<file path="src/rtl/clkcfg_pkg.sv">
package clkcfg_pkg;

    localparam int REG_COUNT = 13;
    localparam int IDX_W     = $clog2(REG_COUNT + 3);
    localparam int BYTE_W    = IDX_W;

    localparam int REG_SS    = 0;
    localparam int REG_SDLO  = 1;
    localparam int REG_PCI   = 2;
    localparam int REG_MIX   = 3;
    localparam int REG_MODE  = 4;
    localparam int REG_SKEW  = 5;
    localparam int REG_ID_A  = 11;
    localparam int REG_ID_B  = 12;

    localparam logic [7:0] ID_A_VAL = 8'h50;
    localparam logic [7:0] ID_B_VAL = 8'h22;

    typedef enum logic [2:0] {
        ST_IDLE,
        ST_RECV,
        ST_ACK,
        ST_SEND,
        ST_MACK
    } bus_state_e;

    function automatic logic [7:0] reg_default(input int idx);
        case (idx)
            REG_SS:                     return 8'h05;
            REG_SDLO, REG_PCI, REG_MIX: return 8'hFF;
            REG_SKEW:                   return 8'h93;
            REG_ID_A:                   return ID_A_VAL;
            REG_ID_B:                   return ID_B_VAL;
            default:                    return 8'h00;
        endcase
    endfunction

endpackage

</file>
<file path="src/rtl/clkcfg_bus_sense.sv">
module clkcfg_bus_sense (
    input  logic clk,
    input  logic rst_n,
    input  logic scl_i,
    input  logic sda_i,
    output logic scl_rise,
    output logic scl_fall,
    output logic sda_lvl,
    output logic start_det,
    output logic stop_det
);
    logic [2:0] scl_pipe;
    logic [2:0] sda_pipe;

    always_ff @(posedge clk or negedge rst_n) begin
        if (!rst_n) begin
            scl_pipe <= '1;
            sda_pipe <= '1;
        end else begin
            scl_pipe <= {scl_pipe[1:0], scl_i};
            sda_pipe <= {sda_pipe[1:0], sda_i};
        end
    end

    assign scl_rise  = scl_pipe[1] & ~scl_pipe[2];
    assign scl_fall  = ~scl_pipe[1] & scl_pipe[2];
    assign sda_lvl   = sda_pipe[1];
    assign start_det = scl_pipe[1] & scl_pipe[2] & sda_pipe[2] & ~sda_pipe[1];
    assign stop_det  = scl_pipe[1] & scl_pipe[2] & ~sda_pipe[2] & sda_pipe[1];

endmodule

</file>
<file path="src/rtl/clkcfg_regs.sv">
module clkcfg_regs
    import clkcfg_pkg::*;
(
    input  logic             clk,
    input  logic             rst_n,
    input  logic [4:0]       strap_fs,
    input  logic             wr_en,
    input  logic [IDX_W-1:0] wr_idx,
    input  logic [7:0]       wr_data,
    input  logic [IDX_W-1:0] rd_idx,
    output logic [7:0]       rd_data,
    output logic [12:0]      sdram_en,
    output logic [7:0]       pci_en,
    output logic [2:0]       m66_en,
    output logic [1:0]       cpu_en,
    output logic             tristate_all,
    output logic             ss_enable,
    output logic             ss_center,
    output logic             ss_narrow,
    output logic [5:0]       freq_index,
    output logic [2:0]       skew_cpu_sdram,
    output logic [2:0]       skew_cpu_m66
);
    localparam int FLAT_W = REG_COUNT * 8;

    logic [FLAT_W-1:0] flat;
    logic [4:0]        strap_q;
    logic              strap_taken;

    always_ff @(posedge clk or negedge rst_n) begin
        if (!rst_n) begin
            strap_q     <= '0;
            strap_taken <= 1'b0;
        end else if (!strap_taken) begin
            strap_q     <= strap_fs;
            strap_taken <= 1'b1;
        end
    end

    for (genvar g = 0; g < REG_COUNT; g++) begin : g_reg
        if (g == REG_ID_A || g == REG_ID_B) begin : g_ro
            assign flat[g*8 +: 8] = reg_default(g);
        end else if (g == REG_SS) begin : g_ss
            logic [2:0] q;
            always_ff @(posedge clk or negedge rst_n) begin
                if (!rst_n)
                    q <= reg_default(g) >> 0;
                else if (wr_en && wr_idx == IDX_W'(g))
                    q <= wr_data[2:0];
            end
            assign flat[g*8 +: 8] = {strap_q[0], strap_q[1], strap_q[2],
                                     strap_q[3], strap_q[4], q};
        end else begin : g_rw
            logic [7:0] q;
            always_ff @(posedge clk or negedge rst_n) begin
                if (!rst_n)
                    q <= reg_default(g);
                else if (wr_en && wr_idx == IDX_W'(g))
                    q <= wr_data;
            end
            assign flat[g*8 +: 8] = q;
        end
    end

    always_comb begin
        rd_data = 8'hFF;
        for (int k = 0; k < REG_COUNT; k++) begin
            if (rd_idx == IDX_W'(k))
                rd_data = flat[k*8 +: 8];
        end
    end

    logic [7:0] r0, r1, r2, r3, r4, r5;
    assign r0 = flat[REG_SS*8   +: 8];
    assign r1 = flat[REG_SDLO*8 +: 8];
    assign r2 = flat[REG_PCI*8  +: 8];
    assign r3 = flat[REG_MIX*8  +: 8];
    assign r4 = flat[REG_MODE*8 +: 8];
    assign r5 = flat[REG_SKEW*8 +: 8];

    assign sdram_en       = {r3[4:0], r1};
    assign pci_en         = r2;
    assign m66_en         = r3[7:5];
    assign cpu_en         = r5[1:0];
    assign tristate_all   = r4[0];
    assign ss_enable      = r0[1];
    assign ss_center      = r0[0];
    assign ss_narrow      = r0[2];
    assign skew_cpu_sdram = r5[7:5];
    assign skew_cpu_m66   = r5[4:2];
    assign freq_index     = r4[3] ? {r4[1], r4[2], r4[7:4]} : {1'b0, strap_q};

    // a write to the mode register shows on tristate_all one cycle later
    p_tristate_follows_write_r6 : assert property (@(posedge clk) disable iff (!rst_n)
        (wr_en && wr_idx == IDX_W'(REG_MODE)) |=> (tristate_all == $past(wr_data[0])));

    // without a write strobe no enable or skew output moves
    p_hold_without_write_r3 : assert property (@(posedge clk) disable iff (!rst_n)
        !wr_en |=> ($stable(sdram_en) && $stable(pci_en) && $stable(m66_en)
                    && $stable(cpu_en) && $stable(skew_cpu_sdram) && $stable(skew_cpu_m66)));

    // once taken, the latched straps never change
    p_strap_frozen_r10 : assert property (@(posedge clk) disable iff (!rst_n)
        strap_taken |=> $stable(strap_q));

endmodule

</file>
<file path="src/rtl/clkcfg_smbus_slave.sv">
module clkcfg_smbus_slave
    import clkcfg_pkg::*;
#(
    parameter logic [6:0] DEV_ADDR = 7'h69
) (
    input  logic        clk,
    input  logic        rst_n,
    input  logic        scl_i,
    input  logic        sda_i,
    output logic        sda_oe,
    input  logic [4:0]  strap_fs,
    output logic [12:0] sdram_en,
    output logic [7:0]  pci_en,
    output logic [2:0]  m66_en,
    output logic [1:0]  cpu_en,
    output logic        tristate_all,
    output logic        ss_enable,
    output logic        ss_center,
    output logic        ss_narrow,
    output logic [5:0]  freq_index,
    output logic [2:0]  skew_cpu_sdram,
    output logic [2:0]  skew_cpu_m66
);
    localparam logic [BYTE_W-1:0] BYTE_LAST = BYTE_W'(REG_COUNT + 2);

    logic scl_rise, scl_fall, sda_lvl, start_det, stop_det;

    clkcfg_bus_sense i_sense (
        .clk       (clk),
        .rst_n     (rst_n),
        .scl_i     (scl_i),
        .sda_i     (sda_i),
        .scl_rise  (scl_rise),
        .scl_fall  (scl_fall),
        .sda_lvl   (sda_lvl),
        .start_det (start_det),
        .stop_det  (stop_det)
    );

    bus_state_e        state, state_d;
    logic [3:0]        bit_cnt;
    logic [7:0]        shreg;
    logic              addr_phase;
    logic              rw;
    logic [BYTE_W-1:0] byte_no;
    logic [BYTE_W-1:0] byte_next;
    logic [BYTE_W-1:0] reg_pos;
    logic              addr_hit, byte_done, in_range, wr_en;
    logic [7:0]        rd_data, rd_byte;

    assign addr_hit  = (shreg[7:1] == DEV_ADDR);
    assign byte_done = (state == ST_RECV) && scl_fall && (bit_cnt == 4'd8);
    assign byte_next = (byte_no == BYTE_LAST) ? byte_no : byte_no + 1'b1;
    assign reg_pos   = byte_no - BYTE_W'(2);
    assign in_range  = (byte_no >= BYTE_W'(2)) && (byte_no < BYTE_LAST);
    assign wr_en     = byte_done && !addr_phase && !rw && in_range;
    assign rd_byte   = (byte_no == '0)          ? 8'h00 :
                       (byte_no == BYTE_W'(1))  ? 8'(REG_COUNT) : rd_data;

    always_comb begin
        state_d = state;
        unique case (state)
            ST_IDLE: ;
            ST_RECV: if (byte_done)
                         state_d = (addr_phase && !addr_hit) ? ST_IDLE : ST_ACK;
            ST_ACK:  if (scl_fall) state_d = rw ? ST_SEND : ST_RECV;
            ST_SEND: if (scl_fall && bit_cnt == 4'd7) state_d = ST_MACK;
            ST_MACK: if (scl_rise && sda_lvl) state_d = ST_IDLE;
                     else if (scl_fall)       state_d = ST_SEND;
        endcase
        if (stop_det)  state_d = ST_IDLE;
        if (start_det) state_d = ST_RECV;
    end

    always_ff @(posedge clk or negedge rst_n) begin
        if (!rst_n) state <= ST_IDLE;
        else        state <= state_d;
    end

    always_ff @(posedge clk or negedge rst_n) begin
        if (!rst_n) begin
            bit_cnt    <= '0;
            shreg      <= '0;
            addr_phase <= 1'b1;
            rw         <= 1'b0;
            byte_no    <= '0;
        end else if (start_det) begin
            bit_cnt    <= '0;
            addr_phase <= 1'b1;
        end else begin
            unique case (state)
                ST_RECV: begin
                    if (scl_rise && bit_cnt != 4'd8) begin
                        shreg   <= {shreg[6:0], sda_lvl};
                        bit_cnt <= bit_cnt + 1'b1;
                    end
                    if (byte_done) begin
                        bit_cnt <= '0;
                        if (addr_phase) begin
                            if (addr_hit) begin
                                rw         <= shreg[0];
                                byte_no    <= '0;
                                addr_phase <= 1'b0;
                            end
                        end else begin
                            byte_no <= byte_next;
                        end
                    end
                end
                ST_ACK, ST_MACK: begin
                    if (scl_fall && rw) begin
                        shreg   <= rd_byte;
                        byte_no <= byte_next;
                        bit_cnt <= '0;
                    end
                end
                ST_SEND: begin
                    if (scl_fall) begin
                        shreg   <= {shreg[6:0], 1'b1};
                        bit_cnt <= bit_cnt + 1'b1;
                    end
                end
                ST_IDLE: ;
            endcase
        end
    end

    always_comb begin
        unique case (state)
            ST_ACK:  sda_oe = 1'b1;
            ST_SEND: sda_oe = ~shreg[7];
            default: sda_oe = 1'b0;
        endcase
    end

    clkcfg_regs i_regs (
        .clk            (clk),
        .rst_n          (rst_n),
        .strap_fs       (strap_fs),
        .wr_en          (wr_en),
        .wr_idx         (reg_pos),
        .wr_data        (shreg),
        .rd_idx         (reg_pos),
        .rd_data        (rd_data),
        .sdram_en       (sdram_en),
        .pci_en         (pci_en),
        .m66_en         (m66_en),
        .cpu_en         (cpu_en),
        .tristate_all   (tristate_all),
        .ss_enable      (ss_enable),
        .ss_center      (ss_center),
        .ss_narrow      (ss_narrow),
        .freq_index     (freq_index),
        .skew_cpu_sdram (skew_cpu_sdram),
        .skew_cpu_m66   (skew_cpu_m66)
    );

    // a STOP always leaves the data line released
    p_release_after_stop_r13 : assert property (@(posedge clk) disable iff (!rst_n)
        stop_det |=> !sda_oe);

    // a foreign address is never acknowledged
    p_addr_miss_no_ack_r1 : assert property (@(posedge clk) disable iff (!rst_n)
        (byte_done && addr_phase && !addr_hit && !start_det && !stop_det) |=> !sda_oe);

    // a host NACK ends the read
    p_nack_ends_read_r12 : assert property (@(posedge clk) disable iff (!rst_n)
        (state == ST_MACK && scl_rise && sda_lvl && !start_det) |=> (state == ST_IDLE));

    // after a register write the byte position has moved on
    p_pos_advances_r3 : assert property (@(posedge clk) disable iff (!rst_n)
        (wr_en && !start_det) |=> (byte_no == $past(byte_no) + 1'b1));

endmodule

</file>
<file path="config.mk">
export PLATFORM = sky130hd
export DESIGN_NAME = clkcfg_smbus_slave
export DESIGN_NICKNAME = d
export VERILOG_FILES = /design/src/rtl/clkcfg_pkg.sv /design/src/rtl/clkcfg_bus_sense.sv /design/src/rtl/clkcfg_regs.sv /design/src/rtl/clkcfg_smbus_slave.sv
export SDC_FILE = /design/constraint.sdc
export NUM_CORES = 1
export LEC_CHECK = 0
export ABC_AREA = 1
export BUFFER_PORTS_ARGS = -buffer_cell sky130_fd_sc_hd__buf_2
export CORE_MARGIN = 4
export CORE_UTILIZATION = 50
export DETAILED_ROUTE_END_ITERATION = 10
export PLACE_DENSITY = 0.8
export REMOVE_ABC_BUFFERS = 1
export SLEW_MARGIN = 5
export SYNTH_ARGS = -nofsm -noshare
export SYNTH_HDL_FRONTEND = slang
export SYNTH_SLANG_ARGS = --single-unit
</file>
<file path="constraint.sdc">
create_clock -name clk -period 1.99 [get_ports clk]
set_input_delay 0.199 -clock clk [delete_from_list [all_inputs] [get_ports clk]]
set_output_delay 0.199 -clock clk [all_outputs]
set_load 0.05 [all_outputs]
</file>
==> impl_results.md, run 1 <==
* Initial antenna violation count at 0
* R2R depth at 18
* Register clock-pin slew on the reported worst setup and hold paths at 0.06 ns
* VDD IR max at 0.000692 V
* Via count at 5,862
* Crit path max-delay family: simple AND/OR/NAND/NOR gates
* Failing checks: negative setup slack
* FF-to-FF setup slack at -0.29 ns
* Via density at 5.50
* Most frequent cells in the layout: nand2_1 (195), dfrtp_1 (77), o21ai_0 (72)
* Fin crit share at 115%
* Setup TNS at -1.60 ns
* Data arrival, critical path at 2.58 ns
* Hold path cells at 3
* Worst rel slew slack at 59.2%
* Worst setup margin at -0.289 ns
* Hold Path Sink: i_regs.strap_q[1]
* Layout cells sized above 1 at 33.5%
* P_int at 6960 µW
* GR Util All Layers at 24.8%
* Post-DRT Antenna Nets at 0
* Final Hold Fails at 0
* Gate Count Post-Synth at 762
* Leakage at 0.00383 µW
* Dpl ws at -0.287 ns
* Final critical-path required period at 2.28 ns
* Worst Max-Slew Pin Slew at 0.611 ns
* Vias in the first global route at 5,490
* HP Class: in -> reg
* Port-buffer cells at 51
* Total net switching power at 5200 µW
* Startpoint of the worst register-to-register path: byte_no[1]
* PwrDens at 1500 nW/µm²
* Std cell rows at 40
* Largest net degree at the start of global routing at 40
* Hold path startpoint: strap_fs[1]
* Global route overflow at 0
* Die X at 120 µm
* Clock buffer depth at 2
* Clock sinks at 116
* Area Overhead vs Synth at 30.2%
* Clk pwr share at 26.0%
* I/O Pins at 52
* Most common cell after layout, fill and taps aside: nand2_1
* Critical-path cell list: buf_4 -> ha_2 -> inv_2 -> buf_12 -> nor3_4 -> nand2_1 -> nand3_1 -> nand3_2 -> nand3_2 -> nand2_1 -> nand2_1 -> nand2_1 -> nand2_1 -> nand2_1 -> nand2_1 -> nand2_1 -> nand2_1 -> a21oi_1
* Die Y at 120 µm
* Htree depth at 4
* Clock Skew at 0.00851 ns
* Full die area at 14,300 µm²
* Non-Filler Instances at 1,066
* Post-synth cell types at 43
* Syn avg cell area at 8.16 µm²
* Gate power share at 51.5%
* CTS buffer count at 17
* Reg2Reg Capture Point: shreg[4]
* Status: finished, violations left
* Diode count at 0
* Worst path most repeated cell: nand2_1
* DRC Markers at 0
* Seq pwr share at 22.5%
* #FFs+latches synth at 116
* First-iteration detailed-routing DRC count at 590
* Sequential fraction of the synthesis area at 47.4%
* WS Path Type: reg -> reg
* Fin. max-slew vios at 0
* Max Fclk at 439 MHz
* # setup viols final at 10
* Clk root buf: clkbuf_16
* CP max stage cell: dfrtp_1
* Sw Ratio at 42.7%
* CTS tree: yes
* Final GP Congestion at 0.907
* Unrepaired setup endpoints after global routing: true
* Core Area at 12,100 µm²
* Final Hold Slack at 0.0238 ns
* NumNets Final at 902
* Synth Warn # at 0
* Req. time, crit path at 2.30 ns
* Mapped cell area at 6220 µm²
* First-pass GRT wire length at 27,700 µm
* Bufs and invs on worst path at 3
* Max FO, Critical Path at 5
* Clk_lat worst skew at 0.42 ns
* CP Capture Type: flop
* Max_cap viols at 0
* Pre-antenna DRT Iters at 5
* DRT Wirelength at 18,000 µm
* Startpoint Class: flop
* Placed Cells at 1,021
* Post-DP HPWL at 11,500 µm
* Average wire per cell in the routed design at 16.9 µm
* Initial core utilization at 51.3%
* Slowest stage delay, CP at 0.36 ns
==> Yosys cell counts (all sizes together) <==
master | n | area [µm²]
nand2 | 218 | 923
o21ai | 109 | 546
inv | 84 | 318
dfrtp | 79 | 1980
nor2 | 66 | 317
nand3 | 42 | 265
a21oi | 40 | 226
dfstp | 37 | 972
buf | 18 | 175
or2 | 18 | 113
nor3 | 10 | 82.6
clkbuf | 8 | 30.0
ha | 8 | 100
a211oi | 5 | 37.5
nand4 | 5 | 31.3
a31oi | 3 | 18.8
nor4 | 3 | 25.0
clkinv | 2 | 8.75
nand3b | 2 | 15.0
a311oi | 1 | 8.76
conb | 1 | 3.75
o211ai | 1 | 7.51
o22ai | 1 | 6.26
xor2 | 1 | 8.76
==> power groups by stage <==
stage | registers [µW] | logic [µW] | clock network [µW]
floorplan | 2740 | 3360 | 0
global placement | 2760 | 5380 | 0
detailed placement | 2760 | 5480 | 0
CTS | 2730 | 5780 | 3180
global route | 2760 | 6780 | 3320
finish | 2740 | 6260 | 3160
==> through the flow <==
step                      power [µW]  cell area (µm²)  utilization (%)
final                          12200             8100             66.8
after global routing           12900             8100             66.8
after CTS                      11700             7790             64.3
after detailed placement        8240             7070             58.4
after global placement          8140             7070             58.4
after floorplan                 6100             6010                -
==> worst max path at each step <==
stage                     from  depth (start not counted)  slack (ns)                         to
floorplan           byte_no[0]                          6       -1.51  i_regs.g_reg[4].g_rw.q[0]
global placement    byte_no[1]                         20       -0.17                   shreg[3]
detailed placement  byte_no[1]                         14       -0.29                   shreg[0]
CTS                 byte_no[1]                         19       -0.19                   shreg[5]
global route        byte_no[1]                         18       -0.43                   shreg[4]
finish              byte_no[1]                         18       -0.29                   shreg[4]
==> repair_timing <==
item	in CTS	in global routing
setup endpoints to repair	89	101
pin swaps	10	9
hold buffers	3	0
buffers inserted	1	3
cloned	0	6
gates resized for setup	21	64
endpoints found under the hold margin	26	0
==> area by class of cell <==
class / count / area, µm²
Clock buffer: 21 / 450
Fill cell: 913 / 4020
Inverter: 86 / 333
Sequential cell: 116 / 2950
Timing Repair Buffer: 126 / 956
Tap cell: 168 / 210
Clock inverter: 11 / 158
Multi-Input combinational cell: 538 / 3040
==> flip-flops by register name, summed over array words and instances (netlist names), 4 cells and up <==
signal	flops
bit_cnt	4
byte_no	4
i_regs.g.g_rw.q	72
i_regs.pci_en	8
i_regs.strap_q	5
shreg	8
==> kinds of logic (layout without fill, tap and decap cells) <==
group	count (synthesis)	in the layout	synth area share [%]
buffers and inverters	112	244	8.55
and+or+nand+nor	364	368	28.5
xor gates and xnor gates	1	1	0.141
adders and majority gates	8	8	1.61
DFF	116	116	47.4
other	1	1	0.0603
AOI/OAI and AO/OA	160	160	13.7
==> worst min-delay path: cells and delay by family <==
kind            cells  cell delay (ns)
compound gates      1             0.09
simple gates        1             0.03
buf+inv             1             0.08
==> routing by layer <==
layer,GRT usage [%],part of all wire (%),up-vias
li1,-,-,2723
met1,33.3,41,2770
met2,38.7,47,307
met3,6.03,8.3,62
met4,10.5,3.4,0
met5,0,0,-
(Power assumes the default switching activity.)
==> inputs of run 2 (changes only) <==
--- a/config.mk
+++ b/config.mk
@@ -5,10 +5,12 @@
 export SDC_FILE = /design/constraint.sdc
 export NUM_CORES = 1
 export LEC_CHECK = 0
-export ABC_AREA = 1
+export ABC_AREA = 0
 export BUFFER_PORTS_ARGS = -buffer_cell sky130_fd_sc_hd__buf_2
 export CORE_MARGIN = 4
 export CORE_UTILIZATION = 50
+export CTS_BUF_LIST = sky130_fd_sc_hd__clkbuf_8
+export CTS_CLUSTER_DIAMETER = 200
 export DETAILED_ROUTE_END_ITERATION = 10
 export PLACE_DENSITY = 0.8
 export REMOVE_ABC_BUFFERS = 1
==> run 2 against run 1 <==
Against the previous run:
- the flow still finishes with violations (negative setup slack)
- maximum frequency shrank 1.3%
- wire length grew 28%
- total power grew 15%
- synthesized cell count shrank 27%
- worst setup slack lost 0.031 ns
- global-route usage grew 7.9 points
- core utilization grew 9.8 points
- critical path depth shrank 11
- critical path type unchanged
- largest cell class unchanged
- cell area grew 15%
- clock-buffer cell count shrank 2
- sequential cell count is the same
- combinational power grew 41%
==> impl_results.md, run 2 <==
* Final critical-path required period at 2.31 ns
* Post-route cell area at 9280 µm²
* FF-to-FF setup slack at -0.32 ns
* Post-synth ARST share at 100%
* Reg2Reg Capture Point: i_regs.g_reg[4].g_rw.q[1]
* Req. time, crit path at 2.35 ns
* Die Y at 120 µm
* DRT Wirelength at 23,100 µm
* Seq pwr share at 19.7%
* P_int at 7920 µW
* Via count at 5,818
* First-pass GRT wire length at 35,200 µm
* Std cell rows at 40
* Worst rel slew slack at 57.2%
* Failing checks: negative setup slack
* Bufs and invs on worst path at 1
* Most frequent cells in the layout: buf_4 (103), dfrtp_1 (76), mux2_2 (74)
* Max_cap viols at 0
* Clock sinks at 116
* Register clock-pin slew on the reported worst setup and hold paths at 0.08 ns
* WS Path Type: reg -> reg
* Fin crit share at 116%
* Critical-path cell list: or3b_4 -> or3_4 -> nor4_4 -> buf_12 -> nand2_4 -> nor2_8 -> mux2_4
* Global route overflow at 0
* Area Overhead vs Synth at 49.2%
* Clk_lat worst skew at 0.47 ns
* Total net switching power at 6080 µW
* Data arrival, critical path at 2.67 ns
* Leakage at 0.00416 µW
* Number of flip-flops in the largest register at 72
* Sequential fraction of the synthesis area at 47.4%
* Startpoint Class: flop
* Most common cell after layout, fill and taps aside: buf_4
* First-iteration detailed-routing DRC count at 600
* Full die area at 14,300 µm²
* Post-synth top flop: dfrtp_1
* Most flops, register: i_regs.g.g_rw.q
* Post-DRT Antenna Nets at 0
* CP Capture Type: flop
* Average wire per cell in the routed design at 24.6 µm
* #FFs+latches synth at 116
* Dpl cell area at 7520 µm²
* Pre-antenna DRT Iters at 5
* PwrDens at 1510 nW/µm²
* R2R depth at 7
* Crit path max-delay family: simple AND/OR/NAND/NOR gates
* Clock buffer depth at 2
* VDD IR max at 0.000792 V
* Clk pwr share at 17.4%
* Layout cells sized above 1 at 63.7%
* Worst setup margin at -0.320 ns
* Post-synth top area cell: dfrtp_1
* DRC Markers at 0
* Post-DP HPWL at 13,900 µm
* Slowest stage delay, CP at 0.40 ns
* Mapped cell area at 6220 µm²
* Total chip power at 14,000 µW
* Core Area at 12,100 µm²
* Wl on met1 at 9300 µm
* Highest metal used: met5
* Max FO, Critical Path at 8
* # setup viols final at 96
* Unrepaired setup endpoints after global routing: true
* Largest net degree at the start of global routing at 49
* Share of the synthesized area in the top cell type at 31.8%
* Synth cell count leaders: mux2_2 (83), dfrtp_1 (79), a21oi_1 (38)
* CTS buffer count at 17
* Diode count at 0
* Port-buffer cells at 51
* Clock Skew at 0.0184 ns
* Status: finished, violations left
* I/O Pins at 52
* Sw Ratio at 43.4%
* Number of synthesized flops with an enable pin at 0
* Synth Warn # at 0
* Dpl ws at -0.501 ns
* Die X at 120 µm
* Vias in the first global route at 5,992
* Max Fclk at 433 MHz
* Initial core utilization at 51.4%
* GR Util All Layers at 32.7%
* Startpoint of the worst register-to-register path: state[1]
* Synth top area cells: dfrtp_1 (32%), dfstp_2 (16%), mux2_2 (15%)
* Top-count cell post-synth: mux2_2
* CTS tree: yes
* Worst Max-Slew Pin Slew at 0.643 ns
* Via density at 6.21
* Met3 wire length at 1790 µm
* Setup TNS at -24.65 ns
* Syn avg cell area at 11.2 µm²
* Met2 wire len at 10,900 µm
* Clk root buf: clkbuf_8
* Fin. max-slew vios at 0
* Final Hold Fails at 0
* Post-synth cell types at 71
* NumNets Final at 773
* HP Class: in -> async
* Gate Count Post-Synth at 557
* Final GP Congestion at 1.01
* Htree depth at 4
* CP max stage cell: or3b_4
* Initial antenna violation count at 1
* Gate power share at 63.0%
* Placed Cells at 861
* Non-Filler Instances at 937
[run 2: cell count changes after synthesis, moves of 13 or more]
cell | before | now
nand2_1 | 202 | 28
o21ai_0 | 88 | 35
mux2_2 | 0 | 83
nor2_1 | 56 | 35
o21ai_1 | 21 | 1
nand3_1 | 31 | 11
clkbuf_1 | 8 | 21
inv_1 | 77 | 13
[run 2: final cells by class]
| cell class | instances | area (µm²) |
|---|---|---|
| flip-flops and latches | 116 | 2950 |
| fillers | 712 | 2830 |
| clock buffers | 19 | 262 |
| clock inverters | 13 | 174 |
| multi-input cells | 393 | 3800 |
| inverters | 16 | 77.6 |
| well taps | 168 | 210 |
| repair buffers | 212 | 1810 |
[run 2: what timing repair did]
item,4_1_cts,5_1_grt
gates resized for setup,161,70
endpoints found under the setup margin,98,101
setup buffers,28,11
pin swaps,56,37
gates cloned,2,0
hold buffers,8,0
hold endpoints to repair,35,0
[run 2: worst register-to-register path, delay by kind of cell (launching register included)]
| kind | cells | cell delay, ns |
|---|---|---|
| muxes | 1 | 0.34 |
| buffers and inverters | 1 | 0.20 |
| DFF | 1 | 0.39 |
| and+or+nand+nor | 5 | 1.26 |
[run 2: logic make-up (layout without fill, tap and decap cells)]
group                    Yosys count  after routing  share of synthesized area, %
multiplexers                      95             95                          17.8
other                              1              1                        0.0603
flip-flops                       116            116                          47.4
XOR/XNOR                           4              4                         0.563
adder cells (fa/ha/maj)            8              8                          1.61
AND/OR/NAND/NOR                  134            134                          13.5
AO/OA/AOI/OAI                    151            151                          15.7
buffers and inverters             48            260                          3.30
[run 2: per-stage QoR]
| step | util [%] | hold WS [ns] |
|---|---|---|
| global placement | 62.1 | 0.193 |
| CTS | 74.0 | 0.234 |
| global route | 76.6 | 0.275 |
| finish | 76.6 | 0.240 |
| detailed placement | 62.1 | 0.203 |
| floorplan | - | -0.0966 |
[run 2: how the worst max path moves through the flow]
stage	startpoint	endpoint	slack, ns	cells after the start
2_1_floorplan	state[0]	i_regs.g_reg[7].g_rw.q[0]	-1.74	5
5_1_grt	state[1]	i_regs.g_reg[4].g_rw.q[7]	-0.36	7
3_5_place_dp	byte_no[0]	shreg[2]	-0.50	9
3_3_place_gp	byte_no[0]	shreg[2]	-0.50	9
6_report	state[1]	i_regs.g_reg[4].g_rw.q[1]	-0.32	7
4_1_cts	state[1]	i_regs.g_reg[7].g_rw.q[4]	-0.29	7
[run 2: power by group through the flow]
stage	logic, µW	clock network (µW)	registers (µW)
global placement	5850	0	2750
floorplan	2690	0	2890
finish	8820	2430	2750
detailed placement	5940	0	2760
CTS	7830	2400	2730
global route	9220	2560	2770
[run 2: routing by layer]
layer	vias to the layer above	global-route usage [%]
li1	2487	-
met3	99	8.39
met4	2	11.9
met1	2916	43.3
met5	-	0
met2	314	52.0
